--- src/rtl/wdt_lockwin_pkg.sv ---
package wdt_lockwin_pkg;
  parameter int unsigned CNT_W  = 12;
  parameter int unsigned DATA_W = 32;

  typedef enum logic [1:0] {
    REG_CTRL = 2'd0,
    REG_MODE = 2'd1,
    REG_STAT = 2'd2
  } reg_sel_e;

  localparam int unsigned F_RSTEN = CNT_W;
  localparam int unsigned F_PROC  = CNT_W + 1;
  localparam int unsigned F_DIS   = CNT_W + 2;
  localparam int unsigned F_DBG   = CNT_W + 3;
  localparam int unsigned F_DELTA = CNT_W + 4;
  localparam int unsigned F_LOCK  = DATA_W - 1;
  localparam int unsigned S_CNT   = 16;
  localparam int unsigned KEY_W   = 8;

  typedef struct packed {
    logic             dbg;
    logic             dis;
    logic             proc;
    logic             rst_en;
    logic [CNT_W-1:0] delta;
    logic [CNT_W-1:0] value;
  } mode_t;

  localparam mode_t MODE_RST = '{dbg: 1'b1, dis: 1'b0, proc: 1'b0, rst_en: 1'b1,
                                 delta: {CNT_W{1'b1}}, value: {CNT_W{1'b1}}};
endpackage

--- src/rtl/wdt_lockwin_presc.sv ---
module wdt_lockwin_presc #(
  parameter int unsigned DIV = 128
) (
  input  logic clk_i,
  input  logic rst_ni,
  input  logic clr_i,
  input  logic run_i,
  input  logic slow_en_i,
  output logic tick_o
);
  localparam int unsigned PW = (DIV > 1) ? $clog2(DIV) : 1;
  localparam logic [PW-1:0] LAST = PW'(DIV - 1);

  logic [PW-1:0] pre_q;
  logic          step;

  assign step   = run_i & slow_en_i;
  assign tick_o = step & (pre_q == LAST);

  always_ff @(posedge clk_i or negedge rst_ni) begin
    if (!rst_ni)      pre_q <= '0;
    else if (clr_i)   pre_q <= '0;
    else if (tick_o)  pre_q <= '0;
    else if (step)    pre_q <= pre_q + 1'b1;
  end
endmodule

--- src/rtl/wdt_lockwin_cnt.sv ---
module wdt_lockwin_cnt
  import wdt_lockwin_pkg::*;
(
  input  logic             clk_i,
  input  logic             rst_ni,
  input  logic             tick_i,
  input  logic             restart_i,
  input  logic             load_i,
  input  logic [CNT_W-1:0] load_val_i,
  input  logic [CNT_W-1:0] delta_i,
  output logic [CNT_W-1:0] cnt_o,
  output logic             reload_o,
  output logic             uflow_o,
  output logic             win_err_o
);
  logic [CNT_W-1:0] cnt_q;
  logic             expired_q;
  logic             in_win;

  assign in_win    = (cnt_q <= delta_i);
  assign reload_o  = (restart_i & in_win) | load_i;
  assign win_err_o = restart_i & ~in_win;
  // restart on the same edge as the final tick takes priority
  assign uflow_o   = tick_i & (cnt_q == '0) & ~expired_q & ~reload_o;
  assign cnt_o     = cnt_q;

  always_ff @(posedge clk_i or negedge rst_ni) begin
    if (!rst_ni) begin
      cnt_q     <= {CNT_W{1'b1}};
      expired_q <= 1'b0;
    end else if (reload_o) begin
      cnt_q     <= load_val_i;
      expired_q <= 1'b0;
    end else begin
      if (tick_i && cnt_q != '0) cnt_q <= cnt_q - 1'b1;
      if (uflow_o)               expired_q <= 1'b1;
    end
  end
endmodule

--- src/rtl/wdt_lockwin_cfg.sv ---
module wdt_lockwin_cfg
  import wdt_lockwin_pkg::*;
(
  input  logic  clk_i,
  input  logic  rst_ni,
  input  logic  mode_wr_i,
  input  mode_t mode_new_i,
  input  logic  stat_rd_i,
  input  logic  uflow_i,
  input  logic  win_err_i,
  output mode_t mode_o,
  output logic  lock_o,
  output logic  mode_load_o,
  output logic  uf_flag_o,
  output logic  err_flag_o
);
  mode_t mode_q;
  logic  lock_q, uf_q, err_q;

  assign mode_load_o = mode_wr_i & ~lock_q;
  assign mode_o      = mode_q;
  assign lock_o      = lock_q;
  assign uf_flag_o   = uf_q;
  assign err_flag_o  = err_q;

  always_ff @(posedge clk_i or negedge rst_ni) begin
    if (!rst_ni) begin
      mode_q <= MODE_RST;
      lock_q <= 1'b0;
    end else if (mode_load_o) begin
      mode_q <= mode_new_i;
      lock_q <= 1'b1;
    end
  end

  // set beats read-clear
  always_ff @(posedge clk_i or negedge rst_ni) begin
    if (!rst_ni) begin
      uf_q  <= 1'b0;
      err_q <= 1'b0;
    end else begin
      if (uflow_i)        uf_q <= 1'b1;
      else if (stat_rd_i) uf_q <= 1'b0;
      if (win_err_i)      err_q <= 1'b1;
      else if (stat_rd_i) err_q <= 1'b0;
    end
  end
endmodule

--- src/rtl/wdt_lockwin_pulse.sv ---
module wdt_lockwin_pulse #(
  parameter int unsigned PULSE_LEN = 4
) (
  input  logic clk_i,
  input  logic rst_ni,
  input  logic trig_i,
  input  logic cpu_sel_i,
  input  logic quiet_i,
  output logic sys_rst_o,
  output logic cpu_rst_o
);
  localparam int unsigned LW = $clog2(PULSE_LEN + 1);
  localparam logic [LW-1:0] LEN = LW'(PULSE_LEN);

  logic [LW-1:0] left_q;
  logic          sel_q;
  logic          active;

  assign active    = (left_q != '0) & ~quiet_i;
  assign sys_rst_o = active & ~sel_q;
  assign cpu_rst_o = active & sel_q;

  always_ff @(posedge clk_i or negedge rst_ni) begin
    if (!rst_ni) begin
      left_q <= '0;
      sel_q  <= 1'b0;
    end else if (trig_i) begin
      left_q <= LEN;
      sel_q  <= cpu_sel_i;
    end else if (left_q != '0) begin
      left_q <= left_q - 1'b1;
    end
  end
endmodule

--- src/rtl/wdt_lockwin.sv ---
module wdt_lockwin
  import wdt_lockwin_pkg::*;
#(
  parameter int unsigned PRESCALE  = 128,
  parameter int unsigned PULSE_LEN = 4,
  parameter logic [KEY_W-1:0] KEY  = 8'hA5
) (
  input  logic              clk_i,
  input  logic              rst_ni,
  input  logic              slow_en_i,
  input  logic              dbg_halt_i,
  input  logic              wr_en_i,
  input  logic              rd_en_i,
  input  logic [1:0]        addr_i,
  input  logic [DATA_W-1:0] wdata_i,
  output logic [DATA_W-1:0] rdata_o,
  output logic              sys_rst_o,
  output logic              cpu_rst_o
);
  mode_t            mode_q, mode_new;
  logic             lock_q, mode_load, mode_wr, stat_rd;
  logic             restart, tick, reload, uflow, win_err;
  logic             uf_flag, err_flag, halt_act, run, trig;
  logic [CNT_W-1:0] cnt, load_val;

  assign mode_new.value  = wdata_i[CNT_W-1:0];
  assign mode_new.rst_en = wdata_i[F_RSTEN];
  assign mode_new.proc   = wdata_i[F_PROC];
  assign mode_new.dis    = wdata_i[F_DIS];
  assign mode_new.dbg    = wdata_i[F_DBG];
  assign mode_new.delta  = wdata_i[F_DELTA +: CNT_W];

  assign mode_wr  = wr_en_i & (addr_i == REG_MODE);
  assign stat_rd  = rd_en_i & (addr_i == REG_STAT);
  assign restart  = wr_en_i & (addr_i == REG_CTRL) & (wdata_i[DATA_W-1 -: KEY_W] == KEY)
                    & wdata_i[0] & ~mode_q.dis;
  assign halt_act = mode_q.dbg & dbg_halt_i;
  assign run      = ~mode_q.dis & ~halt_act;
  assign load_val = mode_load ? mode_new.value : mode_q.value;
  assign trig     = mode_q.rst_en & (uflow | win_err);

  wdt_lockwin_cfg u_cfg (
    .clk_i      (clk_i),
    .rst_ni     (rst_ni),
    .mode_wr_i  (mode_wr),
    .mode_new_i (mode_new),
    .stat_rd_i  (stat_rd),
    .uflow_i    (uflow),
    .win_err_i  (win_err),
    .mode_o     (mode_q),
    .lock_o     (lock_q),
    .mode_load_o(mode_load),
    .uf_flag_o  (uf_flag),
    .err_flag_o (err_flag)
  );

  wdt_lockwin_presc #(.DIV(PRESCALE)) u_presc (
    .clk_i    (clk_i),
    .rst_ni   (rst_ni),
    .clr_i    (reload),
    .run_i    (run),
    .slow_en_i(slow_en_i),
    .tick_o   (tick)
  );

  wdt_lockwin_cnt u_cnt (
    .clk_i     (clk_i),
    .rst_ni    (rst_ni),
    .tick_i    (tick),
    .restart_i (restart),
    .load_i    (mode_load),
    .load_val_i(load_val),
    .delta_i   (mode_q.delta),
    .cnt_o     (cnt),
    .reload_o  (reload),
    .uflow_o   (uflow),
    .win_err_o (win_err)
  );

  wdt_lockwin_pulse #(.PULSE_LEN(PULSE_LEN)) u_pulse (
    .clk_i    (clk_i),
    .rst_ni   (rst_ni),
    .trig_i   (trig),
    .cpu_sel_i(mode_q.proc),
    .quiet_i  (mode_q.dis),
    .sys_rst_o(sys_rst_o),
    .cpu_rst_o(cpu_rst_o)
  );

  always_comb begin
    rdata_o = '0;
    unique case (addr_i)
      REG_MODE: begin
        rdata_o[CNT_W-1:0]        = mode_q.value;
        rdata_o[F_RSTEN]          = mode_q.rst_en;
        rdata_o[F_PROC]           = mode_q.proc;
        rdata_o[F_DIS]            = mode_q.dis;
        rdata_o[F_DBG]            = mode_q.dbg;
        rdata_o[F_DELTA +: CNT_W] = mode_q.delta;
        rdata_o[F_LOCK]           = lock_q;
      end
      REG_STAT: begin
        rdata_o[S_CNT +: CNT_W] = cnt;
        rdata_o[1]              = err_flag;
        rdata_o[0]              = uf_flag;
      end
      default: rdata_o = '0;
    endcase
  end
endmodule

--- config.mk ---
export PLATFORM = sky130hd
export DESIGN_NAME = wdt_lockwin
export DESIGN_NICKNAME = d
export VERILOG_FILES = /design/src/rtl/wdt_lockwin_pkg.sv /design/src/rtl/wdt_lockwin_presc.sv /design/src/rtl/wdt_lockwin_cnt.sv /design/src/rtl/wdt_lockwin_cfg.sv /design/src/rtl/wdt_lockwin_pulse.sv /design/src/rtl/wdt_lockwin.sv
export SDC_FILE = /design/constraint.sdc
export NUM_CORES = 1
export LEC_CHECK = 0
export ABC_CLOCK_PERIOD_IN_PS = 3000
export BUFFER_PORTS_ARGS = -buffer_cell sky130_fd_sc_hd__buf_2
export CAP_MARGIN = 20
export CORE_MARGIN = 2
export CORE_UTILIZATION = 56
export CTS_BUF_LIST = sky130_fd_sc_hd__clkbuf_4 sky130_fd_sc_hd__clkbuf_8
export DETAILED_ROUTE_END_ITERATION = 6
export GPL_TIMING_DRIVEN = 0
export PLACE_DENSITY = 0.83
export SLEW_MARGIN = 15
export SYNTH_ARGS = -nofsm -noshare
export SYNTH_HDL_FRONTEND = slang
export SYNTH_SLANG_ARGS = --single-unit
--- constraint.sdc ---
create_clock -name clk_i -period 3 [get_ports clk_i]
set_clock_uncertainty 0.15 [all_clocks]
set_input_delay 0.45 -clock clk_i [delete_from_list [all_inputs] [get_ports clk_i]]
set_output_delay 0.45 -clock clk_i [all_outputs]
set_load 0.005 [all_outputs]
## After elaboration in Yosys (flattened, before gate mapping)

Cells that the tools add are included.

- Flip-flop bits (word level): 55
- Output and inout port bits: 34
- Input bits: 40
- Memory bits (read-only): 0
- Bits in writable memories: 0
- Bits in latches: 0
- Memories: 0
- Word-level logic and storage cells: 79

- Mux-type cells: 17
- $mul: 0
- Divide/modulo/power cells: 0
- Reductions and logical operators: 11
- Add/subtract/negate cells: 3
- Eq/ne operators: 4
- $lt $le $gt $ge: 1
- Shift-type cells: 0
- Bitwise operators: 29

Operators by type and width:

| cell | number |
|---|---|
| $mux 12 | 3 |
| $pmux 12 s2 | 1 |
| $mux 7 | 3 |
| $and 1x1->1 | 20 |
| $mux 14 | 1 |
| $le 12x12->1 | 1 |
| $logic_not 12->1 | 1 |
| $reduce_bool 12->1 | 1 |
| $sub 12x1->12 const B | 1 |
| $reduce_bool 2->1 | 5 |
| $eq 8x8->1 const B | 1 |
| $add 7x1->7 const B | 1 |
| $eq 7x7->1 const B | 1 |
| $not 1->1 | 7 |
| $mux 1 | 6 |
| $mux 3 | 2 |
| $reduce_bool 3->1 | 2 |
| $pmux 2 s2 | 1 |
| $sub 3x1->3 const B | 1 |
| $eq 2x1->1 const B | 1 |
| $eq 2x2->1 const B | 1 |
| $logic_not 2->1 | 1 |
| $or 1x1->1 | 2 |
| $logic_and 1x1->1 | 1 |

## Longest topological paths before layout

- Depth in word-level cells: 12
- Gate-level depth with buffers: 9
- Mapped depth without buffers: 8

## Cells and area by module

A second synthesis with hierarchy kept.

- Cells, all modules: 324
- Area total of the unflattened synthesis: 3595.9 µm²

Modules (own cells, without submodules):

| module | times used | sequential area each (µm²) | cells an instance | area an instance (µm²) |
|---|---|---|---|---|
| wdt_lockwin_cfg | 1 | 808.3 | 67 | 1234.9 |
| wdt_lockwin_cnt | 1 | 340.3 | 120 | 1129.8 |
| wdt_lockwin | 1 | 0.0 | 78 | 635.6 |
| wdt_lockwin_presc | 1 | 175.2 | 39 | 362.8 |
| wdt_lockwin_pulse | 1 | 100.1 | 20 | 232.7 |

## Worst setup path before layout

Ideal clock, no wire load.

- Kind: register -> register
- From: reg u_cfg.mode_o[17] (netlist name)
- To: reg u_cnt.cnt_q[11], in the netlist u_cnt.cnt_o[11]
- Setup time: 0.082 ns
- Path buffers: 1
- Data arrival time: 2.344 ns
- Required time: 2.768 ns
- Period minus slack after synthesis: 2.577 ns
- Setup slack: 0.423 ns
- Stages on the path, launching flop included: 10
- Cells stage by stage: dfstp_2 > inv_1 > ha_1 > a21o_1 > a221o_1 > nand2_1 > a31oi_1 > o21ai_0 > clkbuf_1 > mux2_2

- Cells in the longest elaborated chain, start to end: 4
- Elaborated cells on any way between the ends: 5
- Those cells by class: order compare (1); mux (1); bitwise (2); reduce/logical (1)

RTL lines:

| item | line | RTL |
|---|---|---|
| $le 12x12->1 (*) | wdt_lockwin_cnt.sv:20 | `assign in_win = (cnt_q <= delta_i);` |
| $and 1x1->1 (*) | wdt_lockwin_cnt.sv:21 | `assign reload_o = (restart_i & in_win) \| load_i;` |
| $or 1x1->1 (*) | wdt_lockwin_cnt.sv:21 |  |
| $mux 12 or $reduce_bool 2->1 (tied branches) | n/a |  |
| end signal: assignment | wdt_lockwin_cnt.sv:29 | `cnt_q <= {CNT_W{1'b1}};` |
| end signal: assignment | wdt_lockwin_cnt.sv:32 | `cnt_q <= load_val_i;` |
| end signal: assignment | wdt_lockwin_cnt.sv:35 | `if (tick_i && cnt_q != '0) cnt_q <= cnt_q - 1'b1;` |
| end: declaration | wdt_lockwin_cnt.sv:16 | `logic [CNT_W-1:0] cnt_q;` |

Mark *: on every way between the ends. The rest lies on a longest branch, timed or not.
A chain may end at the register's enable or synchronous reset.

## Worst setup path in the final report

- From: reg u_cfg.mode_o[17] (netlist name)
- To: reg u_cnt.cnt_q[4], in the netlist u_cnt.cnt_o[4]

- Cells in the longest elaborated chain, start to end: 4
- Elaborated cells on any way between the ends: 5
- Those cells by class: order compare (1); mux (1); bitwise (2); reduce/logical (1)

RTL lines:

| item | line |
|---|---|
| $le 12x12->1 (*) | wdt_lockwin_cnt.sv:20 |
| $and 1x1->1 (*) | wdt_lockwin_cnt.sv:21 |
| $or 1x1->1 (*) | wdt_lockwin_cnt.sv:21 |
| $mux 12 or $reduce_bool 2->1 (tied branches) | n/a |

Marks and branches as above.

==> qor.yml <==
run_status:
  run_status: "finished, final reports clean"
placement:
  place.gp.congestion: 0.897
  io_buffers: 70
  post-place-ws_ns: 0.146
  dp_hpwl_um: 5690
  post_dp_cell_area_um2: 3730
cts:
  cts.repair_timing.setup_buffer_count: 0
  post_cts_resize_count: 0
  clkSinkCount: 55
  clk_buf_depth: 2
  clk_latency_worst_skew_pair_ns: 0.31
  h_tree_levels: 2
  cts_hold_repair.buffers: 0
  cts_tree: "built"
  path_clk_slew_ns: 0.10
  total_clock_buffers_created_by_cts: 5
  ctsRootBufferMaster: "clkbuf_8"
route:
  first_iter_violations: 172
  post_drt_wl_per_cell_um: 17.0
  dr_total_vias: 2560
  route.detailed.vias_per_inst: 5.70
  antenna_left: 0
  detail_route.drc_violations: 0
  finalWirelength_um: 7650
  detail_route.first_pass.iterations: 4
critical_path:
  crit_path_end_kind: "register"
  cp-start-kind: "register"
  worstPathMaxFanout: 10
  critical_path_class: "reg2reg"
  crit_arrival_ns: 2.99
  reg2regPathDepth: 9
  critical_path_required_ns: 3.10
synthesis:
  yosysUniqueCellTypes: 47
  seq_area_frac_synth_pct: 43.4
  synth_cells: 297
  synth_area_leader_cell: "dfstp_2"
  ys_ff_latch: 55
  syn_area_um2: 3280
  synthesis.area_per_instance_um2: 11.0
  post_synth_main_area_contributors: "dfstp_2, mux2_2, dfrtp_1, ha_1, and2_1"
  synth_top_cell_area_share_pct: 30.4
  number_of_warning_messages_in_the_yosys_log: 0
finish:
  number_of_diodes: 0
  nets: 435
  areaGrowthSynthToFinish_pct: 17.3
  layout.cell_area.non_filler_um2: 3850
  final_layout_size_suffix_gt1_share_pct: 44.8
pwr:
  highest_ir_drop_seen_on_vdd_v: 0.000324
  total_leakage_power_nw: 1.82
  powerDensity_nw_per_um2: 648
floorplanning:
  floorplan.initialDensity_pct: 58.9
  die_h_um: 80.5
  floorplan.rows: 27
  floorplan.io_pins: 74
  die_area_um2: 6490
  core_ar_um2: 5570
  die-width_um: 80.5
timing:
  worst_pin_slew_ns: 0.778
  max_slew_margin_pct: 48.1
  timing.final.crit_share_pct: 96.3
  maxClockFrequency_mhz: 346
  timing.final.crit_period_ns: 2.89
  slew_viol_final: 0
  timing_hold_violations_final: 0
  post-route-worst-setup-slack_ns: 0.112
  timing.final.setup_violations: 0
grt:
  grt_first_pass_wirelength_um: 12200
  grt.total_usage_pct: 24.7
  via_count_of_the_first_global_routing_pass: 2659
  grt_start_max_net_pins: 56
  antenna_found_initial: 0
  global_route.overflow_total: 0
hold_path:
  hp-class: "in2async"
job:
  drv_cap: 0
-- where the power goes --
| group | internal, mW | switching [mW] | total, mW |
|---|---|---|---|
| Sequential | 1.01 | 0.180 | 1.19 |
| Combinational | 0.393 | 0.395 | 0.787 |
| Clock | 0.262 | 0.255 | 0.516 |
| Total | 1.66 | 0.830 | 2.49 |
-- flip-flops by register name, indices dropped and copies added (netlist names) --
name	flops
u_cfg.uf_flag_o	1
u_presc.pre_q	7
u_cnt.cnt_o	12
u_pulse.left_q	3
u_cfg.err_flag_o	1
u_cfg.mode_o	28
u_cnt.expired_q	1
u_pulse.sel_q	1
u_cfg.lock_o	1
-- area by class of cell --
| type | instances | area, µm² |
|---|---|---|
| buffer | 13 | 62.6 |
| clock buffer | 6 | 76.3 |
| clock inverter | 2 | 38.8 |
| fill | 459 | 1730 |
| inverter | 18 | 67.6 |
| multi-input combinational | 213 | 1740 |
| sequential | 55 | 1420 |
| tap | 72 | 90.1 |
| timing repair buffer | 70 | 353 |
-- synth_stat cells, drive strengths merged --
master	count
nand2b	1
and4	1
nand3b	1
and2	18
buf	5
a31oi	2
and4b	1
o2111ai	1
inv	18
a21o	4
nor4	3
or3	6
nand2	12
a221o	1
nand3	4
xor2	11
a2111oi	1
mux2i	2
a311oi	1
conb	1
or4	2
dfstp	38
a21oi	4
xnor2	6
nor2	13
nor3b	1
nor4bb	2
o21ai	7
o211ai	1
a22oi	14
dfrtp	17
a211oi	1
mux2	41
ha	19
nand4	5
clkbuf	8
nor2b	16
nor3	8
-- metrics by stage --
| stage | hold WS [ns] | power, mW | util (%) | setup TNS, ns | instances |
|---|---|---|---|---|---|
| after CTS | 0.0461 | 2.50 | 69.0 | 0 | 449 |
| after detailed placement | 0.333 | 1.97 | 66.9 | 0 | 441 |
| after global placement | 0.296 | 1.90 | 66.9 | 0 | 441 |
| final | 0.0108 | 2.49 | 69.0 | 0 | 449 |
| after floorplan | 0.00441 | 1.72 | - | 0 | 299 |
| after global routing | 0.0616 | 2.64 | 69.0 | -0.0263 | 449 |
-- cells by family (layout without fill, tap and decap cells) --
logic type / Yosys count / in the layout / synth area share, %
AOI/OAI and AO/OA: 37 / 37 / 9.19
xor gates and xnor gates: 17 / 17 / 4.54
adders and majority gates: 19 / 19 / 7.25
buffers and inverters: 31 / 109 / 3.93
DFF: 55 / 55 / 43.4
muxes: 43 / 43 / 14.7
other: 1 / 3 / 0.114
and+or+nand+nor: 94 / 94 / 16.9
-- cell usage in the layout (no fill, tap or decap), drive strengths merged, types with 3 or more instances in the layout --
master,instances
buf,75
mux2,41
dfstp,38
ha,19
inv,19
and2,18
dfrtp,17
nor2b,16
a22oi,14
clkbuf,14
nor2,13
nand2,12
xor2,11
nor3,8
o21ai,7
xnor2,6
or3,6
nand4,5
nand3,4
a21oi,4
a21o,4
conb,3
nor4,3
-- path summary, 6_finish.rpt --
check,startpoint,to,slack [ns]
max,u_cfg.mode_o[17]$_DFFE_PN1P_,u_cnt.cnt_o[4]$_DFFE_PN1P_,0.11
min,rst_ni,u_presc.pre_q[5]$_DFFE_PN0P_,0.01
max reg2reg,u_cfg.mode_o[17]$_DFFE_PN1P_,u_cnt.cnt_o[4]$_DFFE_PN1P_,0.11
min reg2reg,u_cfg.lock_o$_DFFE_PN0P_,u_cfg.lock_o$_DFFE_PN0P_,0.36
max in group asynchronous,rst_ni,u_cfg.err_flag_o$_DFFE_PN0P_,2.23
min in group clk_i,wdata_i[12],u_cfg.mode_o[24]$_DFFE_PN1P_,0.21
-- layer usage --
metal | GRT usage (%) | wire (µm)
met1 | 29.6 | 3050
met2 | 44.1 | 3940
met3 | 4.16 | 496
met4 | 9.83 | 163
met5 | 0 | 0
-- worst max-delay path, cell delays in order (launching register included) --
cell and delay [ns]:
dfstp_2 0.55, inv_1 0.04, ha_1 0.31, a21o_1 0.17
a221o_1 0.33, nand2_1 0.11, a31oi_1 0.09, o21ai_0 0.33
buf_2 0.35, mux2_2 0.38
No activity file was read; power rests on OpenSTA's default activity.
